===== src/rtl/otpm_pkg.sv =====
package otpm_pkg;

  localparam int CRC_W = 3;

  typedef logic [CRC_W-1:0] crc3_t;

  localparam crc3_t CRC_SEED = 3'b111;

  // one serial step of x^3 + x + 1, shifting toward the top bit
  function automatic crc3_t crc3_step(input crc3_t cur, input logic din);
    logic fb;
    fb = cur[2] ^ din;
    return {cur[1], cur[0] ^ fb, fb};
  endfunction

endpackage


===== src/rtl/otpm_mirror_bank.sv =====
module otpm_mirror_bank #(
  parameter int NUM_REGS = 4,
  parameter int REG_W    = 8,
  localparam int AW      = $clog2(NUM_REGS),
  localparam int TOT     = NUM_REGS * REG_W
) (
  input  logic           clk,
  input  logic           rst,
  input  logic           load,
  input  logic [TOT-1:0] fuse_bits,
  input  logic           wr_en,
  input  logic [AW-1:0]  wr_addr,
  input  logic [REG_W-1:0] wr_data,
  output logic [TOT-1:0] mirror_flat
);

  for (genvar g = 0; g < NUM_REGS; g++) begin : g_reg
    logic [REG_W-1:0] q;

    always_ff @(posedge clk) begin
      if (rst) begin
        q <= '0;
      end else if (load) begin
        q <= fuse_bits[g*REG_W +: REG_W];
      end else if (wr_en && (wr_addr == AW'(g))) begin
        q <= wr_data;
      end
    end

    assign mirror_flat[g*REG_W +: REG_W] = q;
  end

endmodule


===== src/rtl/otpm_crc_engine.sv =====
module otpm_crc_engine
  import otpm_pkg::*;
#(
  parameter int TOT     = 32,
  parameter int CRC_POS = 0,
  localparam int CW     = $clog2(TOT)
) (
  input  logic           clk,
  input  logic           rst,
  input  logic           restart,
  input  logic [TOT-1:0] data_flat,
  output logic           pass_done,
  output logic           mismatch
);

  localparam logic [CW-1:0]  LAST      = CW'(TOT - 1);
  localparam logic [TOT-1:0] SKIP_MASK = {{(TOT-CRC_W){1'b0}}, {CRC_W{1'b1}}} << CRC_POS;

  logic [CW-1:0] cnt;
  crc3_t         crc_q;
  crc3_t         crc_nxt;

  always_comb begin
    if (SKIP_MASK[cnt]) crc_nxt = crc_q;
    else                crc_nxt = crc3_step(crc_q, data_flat[cnt]);
  end

  always_ff @(posedge clk) begin
    if (rst || restart) begin
      cnt       <= '0;
      crc_q     <= CRC_SEED;
      pass_done <= 1'b0;
      mismatch  <= 1'b0;
    end else if (cnt == LAST) begin
      cnt       <= '0;
      crc_q     <= CRC_SEED;
      pass_done <= 1'b1;
      mismatch  <= (crc_nxt != data_flat[CRC_POS +: CRC_W]);
    end else begin
      cnt       <= cnt + 1'b1;
      crc_q     <= crc_nxt;
      pass_done <= 1'b0;
    end
  end

endmodule


===== src/rtl/otpm_lock_ctrl.sv =====
module otpm_lock_ctrl (
  input  logic clk,
  input  logic rst,
  input  logic clear_cmd,
  input  logic fuse_lock,
  input  logic pass_done,
  input  logic mismatch,
  output logic load,
  output logic lock_active,
  output logic data_err
);

  always_ff @(posedge clk) begin
    if (rst) begin
      load        <= 1'b1;
      lock_active <= 1'b0;
      data_err    <= 1'b0;
    end else begin
      load <= clear_cmd;
      if (clear_cmd)  lock_active <= 1'b0;
      else if (load)  lock_active <= fuse_lock;

      if (clear_cmd || load)
        data_err <= 1'b0;
      else if (pass_done && mismatch && lock_active)
        data_err <= 1'b1;
    end
  end

endmodule


===== src/rtl/otp_mirror_crc_check.sv =====
module otp_mirror_crc_check #(
  parameter int NUM_REGS = 4,
  parameter int REG_W    = 8,
  parameter int CRC_REG  = 0,
  parameter int CRC_LSB  = 0,
  parameter int LOCK_REG = 1,
  parameter int LOCK_BIT = 7,
  localparam int AW      = $clog2(NUM_REGS),
  localparam int TOT     = NUM_REGS * REG_W
) (
  input  logic             clk,
  input  logic             rst,
  input  logic             clear_cmd,
  input  logic [TOT-1:0]   fuse_bits,
  input  logic             wr_en,
  input  logic [AW-1:0]    wr_addr,
  input  logic [REG_W-1:0] wr_data,
  output logic             data_err,
  output logic             lock_active
);

  localparam int CRC_POS  = CRC_REG * REG_W + CRC_LSB;
  localparam int LOCK_POS = LOCK_REG * REG_W + LOCK_BIT;

  logic           load;
  logic           pass_done;
  logic           mismatch;
  logic [TOT-1:0] mirror_flat;
  logic           restart;

  assign restart = load | clear_cmd | wr_en;

  otpm_mirror_bank #(.NUM_REGS(NUM_REGS), .REG_W(REG_W)) i_bank (
    .clk         (clk),
    .rst         (rst),
    .load        (load),
    .fuse_bits   (fuse_bits),
    .wr_en       (wr_en),
    .wr_addr     (wr_addr),
    .wr_data     (wr_data),
    .mirror_flat (mirror_flat)
  );

  otpm_crc_engine #(.TOT(TOT), .CRC_POS(CRC_POS)) i_engine (
    .clk       (clk),
    .rst       (rst),
    .restart   (restart),
    .data_flat (mirror_flat),
    .pass_done (pass_done),
    .mismatch  (mismatch)
  );

  otpm_lock_ctrl i_lock (
    .clk         (clk),
    .rst         (rst),
    .clear_cmd   (clear_cmd),
    .fuse_lock   (fuse_bits[LOCK_POS]),
    .pass_done   (pass_done),
    .mismatch    (mismatch),
    .load        (load),
    .lock_active (lock_active),
    .data_err    (data_err)
  );

endmodule


===== config.mk =====
export PLATFORM = sky130hd
export DESIGN_NAME = otp_mirror_crc_check
export DESIGN_NICKNAME = d
export VERILOG_FILES = /design/src/rtl/otpm_pkg.sv /design/src/rtl/otpm_mirror_bank.sv /design/src/rtl/otpm_crc_engine.sv /design/src/rtl/otpm_lock_ctrl.sv /design/src/rtl/otp_mirror_crc_check.sv
export SDC_FILE = /design/constraint.sdc
export NUM_CORES = 1
export LEC_CHECK = 0
export BUFFER_PORTS_ARGS = -buffer_cell sky130_fd_sc_hd__buf_2
export CAP_MARGIN = 20
export CORE_MARGIN = 2
export CORE_UTILIZATION = 50
export CTS_CLUSTER_SIZE = 20
export DETAILED_ROUTE_END_ITERATION = 12
export PLACE_DENSITY = 0.77
export SYNTH_ARGS = -nofsm -noshare
export SYNTH_HDL_FRONTEND = slang
export SYNTH_HIERARCHICAL = 1
export SYNTH_SLANG_ARGS = --single-unit

===== constraint.sdc =====
create_clock -name clk -period 2.3 [get_ports clk]
set_clock_uncertainty 0.05 [all_clocks]
set_input_delay 0.46 -clock clk [delete_from_list [all_inputs] [get_ports clk]]
set_output_delay 0.46 -clock clk [all_outputs]
set_load 0.005 [all_outputs]

# Word-level counts from Yosys, hierarchy flattened
# Memory sizes are Yosys's and may differ from the RTL's. A register that Yosys moved wholly into a read port is not among the register bits.
# Cells that the tools add are included.
dict set report op_classes {
  n_bitwise 4
  n_reduce_logical 16
  n_lt_le_gt_ge 1
  eq_ne 5
  n_addsub 1
  n_mux 14
}
# cell count
set ops {}
lappend ops {{$mux W8} 8}
lappend ops {{$reduce_bool A2 Y1} 4}
lappend ops {{$logic_and A1 B1 Y1} 6}
lappend ops {{$lt A5 B6 Y1 const B} 1}
lappend ops {{$reduce_or A2 Y1} 3}
lappend ops {{$add A5 B1 Y5 const B} 1}
lappend ops {{$bmux W1 S5} 1}
lappend ops {{$eq A5 B5 Y1 const B} 1}
lappend ops {{$mux W5} 1}
lappend ops {{$eq A2 B2 Y1 const B} 2}
lappend ops {{$mux W1} 3}
lappend ops {{$mux W3} 1}
lappend ops {{$ne A3 B3 Y1} 1}
lappend ops {{$eq A2 B1 Y1 const B} 1}
lappend ops {{$logic_not A2 Y1} 1}
lappend ops {{$logic_or A1 B1 Y1} 2}
lappend ops {{$or A1 B1 Y1} 2}
lappend ops {{$xor A1 B1 Y1} 2}
dict set report totals {
  regBits 45
  wordCells 53
  input_bits 46
  mem_bits_ro 32
  memories 1
}
# name words width rd rd_ports_with_merged_regs write_ports line
set memory_table {}
lappend memory_table {{(no name shown)} 32 1 1 1 0 otpm_crc_engine.sv:24} ;# if (SKIP_MASK[cnt]) crc_nxt = crc_q;

# Longest topological paths before layout
dict set report logic_depth {
  depth_word 6
  mapped_depth 8
}

# Modules after synthesis
# The synthesis kept the hierarchy.
# module area_each_um2 seq_area_each_um2 n_inst cells_each
set by_module_without_submodules {}
lappend by_module_without_submodules {otpm_mirror_bank 1685.4 640.6 1 172}
lappend by_module_without_submodules {otpm_crc_engine 872.1 220.2 1 90}
lappend by_module_without_submodules {otpm_lock_ctrl 98.8 60.1 1 8}
lappend by_module_without_submodules {otp_mirror_crc_check 6.3 0.0 1 1}

# Least setup slack after synthesis
# No wires, ideal clock.
dict set report synth_path {
  path_type {reg-to-reg}
  start {reg i_engine.cnt[1]}
  end {reg i_engine.mismatch}
  setup_time_ns 0.127
  n_path_buf 1
  stages_incl_launch_ff 9
  slack_ns 0.063
  t_arrival_ns 2.060
  cell_sequence {dfxtp_1 buf_6 mux4_2 a22oi_2 o21ai_1 nand3b_4 xnor3_1 a21oi_1 or3b_1}
}
dict set report synth_via {
  elab_chain_cells 6
}
# element line
set synth_rtl {}
lappend synth_rtl {{start: declaration} otpm_crc_engine.sv:19} ;# logic [CW-1:0] cnt;
lappend synth_rtl {{start signal: assignment} otpm_crc_engine.sv:40} ;# cnt <= cnt + 1'b1;
lappend synth_rtl {{$bmux W1 S5} otpm_crc_engine.sv:25} ;# else crc_nxt = crc3_step(crc_q, data_flat[cnt]);
lappend synth_rtl {{$mux W1 (not written as such)} otpm_crc_engine.sv:25}
lappend synth_rtl {{$xor A1 B1 Y1} otpm_pkg.sv:12} ;# fb = cur[2] ^ din;
lappend synth_rtl {{$xor A1 B1 Y1} otpm_pkg.sv:13} ;# return {cur[1], cur[0] ^ fb, fb};
lappend synth_rtl {{$mux W3} otpm_crc_engine.sv:24}
lappend synth_rtl {{$ne A3 B3 Y1} otpm_crc_engine.sv:38} ;# mismatch <= (crc_nxt != data_flat[CRC_POS +: CRC_W]);
lappend synth_rtl {{end signal: assignment} otpm_crc_engine.sv:38}
lappend synth_rtl {{end: declaration} otpm_crc_engine.sv:13} ;# output logic mismatch
# Several ways; a longest one is shown, not always the timed one. The select of a mux whose other input is x is not followed.
# A chain may end at the register's enable or synchronous reset.

# Worst setup path after layout
dict set report layout_path {
  start {reg i_engine.cnt[2]}
  end {reg i_engine.mismatch}
}
# Same word-level chain as after synthesis.

==> insert_results.sql <==
INSERT INTO impl_metrics (metric_group, metric, value, unit) VALUES
('outcome', 'run_status', 'completed', ''),
('sta', 'hold_viol_final', '0', ''),
('detailed_routing', 'remaining_number_of_nets_flagged_by_the_antenna_check_after_routing', '0', ''),
('job', 'maxCapViolations', '0', ''),
('sta', 'min_period_over_period', '94.3', '%'),
('power_and_ir_drop', 'power_density', '628', 'mW/mm^2'),
('worst_setup_path', 'cp_num_buf_inv', '0', ''),
('global_route', 'grt_start_max_net_pins', '69', ''),
('sta', 'tightestPinTransition', '620', 'ps'),
('worst_setup_path', 'cp_slowest_stage_delay', '460', 'ps'),
('worst_setup_path', 'reg2reg_setup_slack', '130', 'ps'),
('place', 'port-buffer-count', '47', ''),
('power_and_ir_drop', 'cellLeakagePower', '1.30', 'nW'),
('die', 'die-height', '77.0', 'um'),
('synthesis', 'number_of_enable_type_register_cells_in_the_synthesized_netlist', '0', ''),
('cells_and_area', 'synthToLayoutAreaGrowth', '12.9', '%'),
('sta', 'grt_setup_unrepaired', 'false', ''),
('sta', 'fmax', '461', 'MHz'),
('power_and_ir_drop', 'power.total', '1.89', 'mW'),
('synthesis', 'yosys-top-cells-area', 'sky130_fd_sc_hd__dfxtp_1 (35%), sky130_fd_sc_hd__mux2i_1 (9.8%), sky130_fd_sc_hd__a211oi_1 (7.0%), sky130_fd_sc_hd__mux2_2 (6.8%), sky130_fd_sc_hd__nor2_1 (4.4%)', ''),
('global_route', 'grt_first_pass_wirelength', '10100', 'um'),
('clock_tree', 'clock_sinks', '46', ''),
('detailed_routing', 'avgRoutedWirePerCell', '15.8', 'um'),
('synthesis', 'synth.top_cell.area_share', '34.6', '%'),
('cells_and_area', 'multi_input_comb_area', '0.00154', 'mm^2'),
('sta', 'final.hold.worst_slack', '336', 'ps'),
('cells_and_area', 'finalInstanceArea', '0.00301', 'mm^2'),
('clock_tree', 'cts-root-buf', 'sky130_fd_sc_hd__clkbuf_8', ''),
('place', 'dp_worst_setup_slack', '-7.46', 'ps'),
('clock_tree', 'tritoncts_clock_tree', 'done', ''),
('worst_setup_path', 'critical_path_class', 'register to register', ''),
('worst_setup_path', 'worst-endpoint-required', '2440', 'ps'),
('cells_and_area', 'final_core_utilization', '58.9', '%'),
('sta', 'min_clock_period_post_route', '2170', 'ps'),
('synthesis', 'yosysWarnings', '6', ''),
('cells_and_area', 'fillers', '455', ''),
('worst_setup_path', 'path_delay_family', 'simple AND/OR/NAND/NOR gates', ''),
('die', 'design.portCount', '48', ''),
('clock_tree', 'cts-buffers-inserted', '5', ''),
('synthesis', 'yosysUniqueCellTypes', '49', ''),
('die', 'std_cell_rows', '26', ''),
('synthesis', 'postSynthRegisterBits', '46', ''),
('clock_tree', 'clk_latency', '300', 'ps'),
('sta', 'finalSetupViolations', '0', ''),
('clock_tree', 'cts-htree-levels', '2', ''),
('synthesis', 'syn_inst', '271', ''),
('worst_setup_path', 'crit_path_cell_trace', 'mux2_1, or3_1, nand4_2, nand3b_4, xnor2_2, o21ai_0, or3b_1', ''),
('clock_tree', 'cts_setup_buffers', '0', ''),
('synthesis', 'postSynthAreaPerCell', '9.82', 'um^2'),
('cells_and_area', 'design.final.nets', '359', ''),
('power_and_ir_drop', 'vdd_ir_drop_max', '0.000546', 'V'),
('worst_setup_path', 'timing.critical_path.to_type', 'register', ''),
('die', 'initial_core_util', '52.1', '%'),
('worst_setup_path', 'cpMaxStageDelayCell', 'sky130_fd_sc_hd__dfxtp_1', ''),
('detailed_routing', 'first_pass_iters', '5', ''),
('cells_and_area', 'seq_area', '926', 'um^2'),
('sta', 'timing.slew.headroom', '58.7', '%'),
('synthesis', 'synth_commonest_cells', 'sky130_fd_sc_hd__dfxtp_1 (46), sky130_fd_sc_hd__nor2_1 (31), sky130_fd_sc_hd__mux2i_1 (26), sky130_fd_sc_hd__a211oi_1 (25), sky130_fd_sc_hd__a21oi_1 (19)', ''),
('global_route', 'grt_pass1_vias', '1966', ''),
('place', 'placed_area', '0.00286', 'mm^2'),
('die', 'die_width', '77.0', 'um'),
('worst_setup_path', 'worst_ep_arrival_time', '2310', 'ps'),
('worst_setup_path', 'critPathMaxFanout', '6', ''),
('clock_tree', 'cts-hold-fix-buffers', '0', ''),
('cells_and_area', 'drive_gt1_share', '30.1', '%'),
('synthesis', 'ys_seq_area_share', '34.6', '%'),
('detailed_routing', 'detailroute.via_count', '2178', ''),
('sta', 'finalWorstSetupSlack', '132', 'ps'),
('synthesis', 'yosysTopAreaCell', 'sky130_fd_sc_hd__dfxtp_1', ''),
('synthesis', 'post_synth_instance_area', '0.00266', 'mm^2'),
('global_route', 'globalRouteTotalUtil', '21.4', '%');
metrics by stage:
stage,TNS [ps],cells
2_1_floorplan,0,271
3_3_place_gp,0,374
3_5_place_dp,-7.46,374
4_1_cts,0,382
5_1_grt,0,382
6_report,0,382
final cells by class:
class	count	area share [%]
multi-input combinational	201	51.3
sequential	46	30.8
timing repair buffer	53	9.74
tap	70	2.91
clock buffer	6	2.75
clock inverter	2	2.00
inverter	4	0.499
cells in the final DEF (no fill, tap or decap), types with 2 or more instances in the layout:
| cell | instances |
|---|---|
| sky130_fd_sc_hd__o21ai_1 | 2 |
| sky130_fd_sc_hd__nand3b_2 | 2 |
| sky130_fd_sc_hd__clkbuf_8 | 6 |
| sky130_fd_sc_hd__buf_2 | 47 |
| sky130_fd_sc_hd__mux4_1 | 2 |
| sky130_fd_sc_hd__mux2i_1 | 26 |
| sky130_fd_sc_hd__a211oi_1 | 25 |
| sky130_fd_sc_hd__dfxtp_1 | 44 |
| sky130_fd_sc_hd__a21oi_1 | 19 |
| sky130_fd_sc_hd__nor2_1 | 31 |
| sky130_fd_sc_hd__nor3_2 | 3 |
| sky130_fd_sc_hd__xnor2_1 | 5 |
| sky130_fd_sc_hd__a31oi_1 | 2 |
| sky130_fd_sc_hd__or3_1 | 3 |
| sky130_fd_sc_hd__ha_1 | 2 |
| sky130_fd_sc_hd__buf_4 | 5 |
| sky130_fd_sc_hd__and2_1 | 2 |
| sky130_fd_sc_hd__xor2_1 | 2 |
| sky130_fd_sc_hd__nand3_1 | 7 |
| sky130_fd_sc_hd__mux4_2 | 2 |
| sky130_fd_sc_hd__nor3_1 | 16 |
| sky130_fd_sc_hd__nand2_1 | 5 |
| sky130_fd_sc_hd__mux2_2 | 16 |
| sky130_fd_sc_hd__o21a_1 | 8 |
| sky130_fd_sc_hd__bufinv_16 | 2 |
| sky130_fd_sc_hd__inv_1 | 3 |
power by group:
part / switching, mW / total, mW / internal [mW]
sequential: 0.0340 / 0.878 / 0.844
combinational: 0.133 / 0.270 / 0.137
clock: 0.277 / 0.740 / 0.463
total: 0.444 / 1.89 / 1.44
cell families (layout without fill, tap and decap cells):
| family | Yosys count | in the layout | share of synthesized area (%) |
|---|---|---|---|
| compound gates | 63 | 63 | 15.9 |
| buf+inv | 24 | 65 | 7.33 |
| fa+ha+maj | 2 | 2 | 0.940 |
| flops | 46 | 46 | 34.6 |
| simple gates | 80 | 80 | 16.7 |
| xor+xnor | 9 | 9 | 3.76 |
| mux | 47 | 47 | 20.8 |
layer usage:
| metal | GRT usage, % | wire [um] | up-vias |
|---|---|---|---|
| met3 | 2.94 | 280 | 5 |
| met1 | 29.7 | 2690 | 1045 |
| met4 | 5.89 | 57 | 0 |
| met2 | 35.1 | 2990 | 50 |
| li1 | - | - | 1078 |
| met5 | 0 | 0 | - |
repair_timing:
action,4_1_cts,5_1_grt
setup endpoints to repair,1,1
resized for setup,1,2
cloned,0,0
pin swaps,0,1
final timing paths:
kind                            depth (start not counted)            startpoint                    to
worst max register to register                          7       i_engine/cnt[2]     i_engine/mismatch
worst max-delay path                                    7       i_engine/cnt[2]     i_engine/mismatch
worst min-delay path                                    2             clear_cmd           i_lock/load
worst min register to register                          2  i_bank/g_reg[3].q[3]  i_bank/g_reg[3].q[3]
state kept, by name (all words and copies together) (netlist names), named ones only:
register	flops
i_engine/crc_q	3
i_lock/data_err	1
i_engine/pass_done	1
i_lock/lock_active	1
i_engine/cnt	5
i_bank/g.q	32
i_lock/load	1
i_engine/mismatch	1
(Power assumes the default switching activity.)
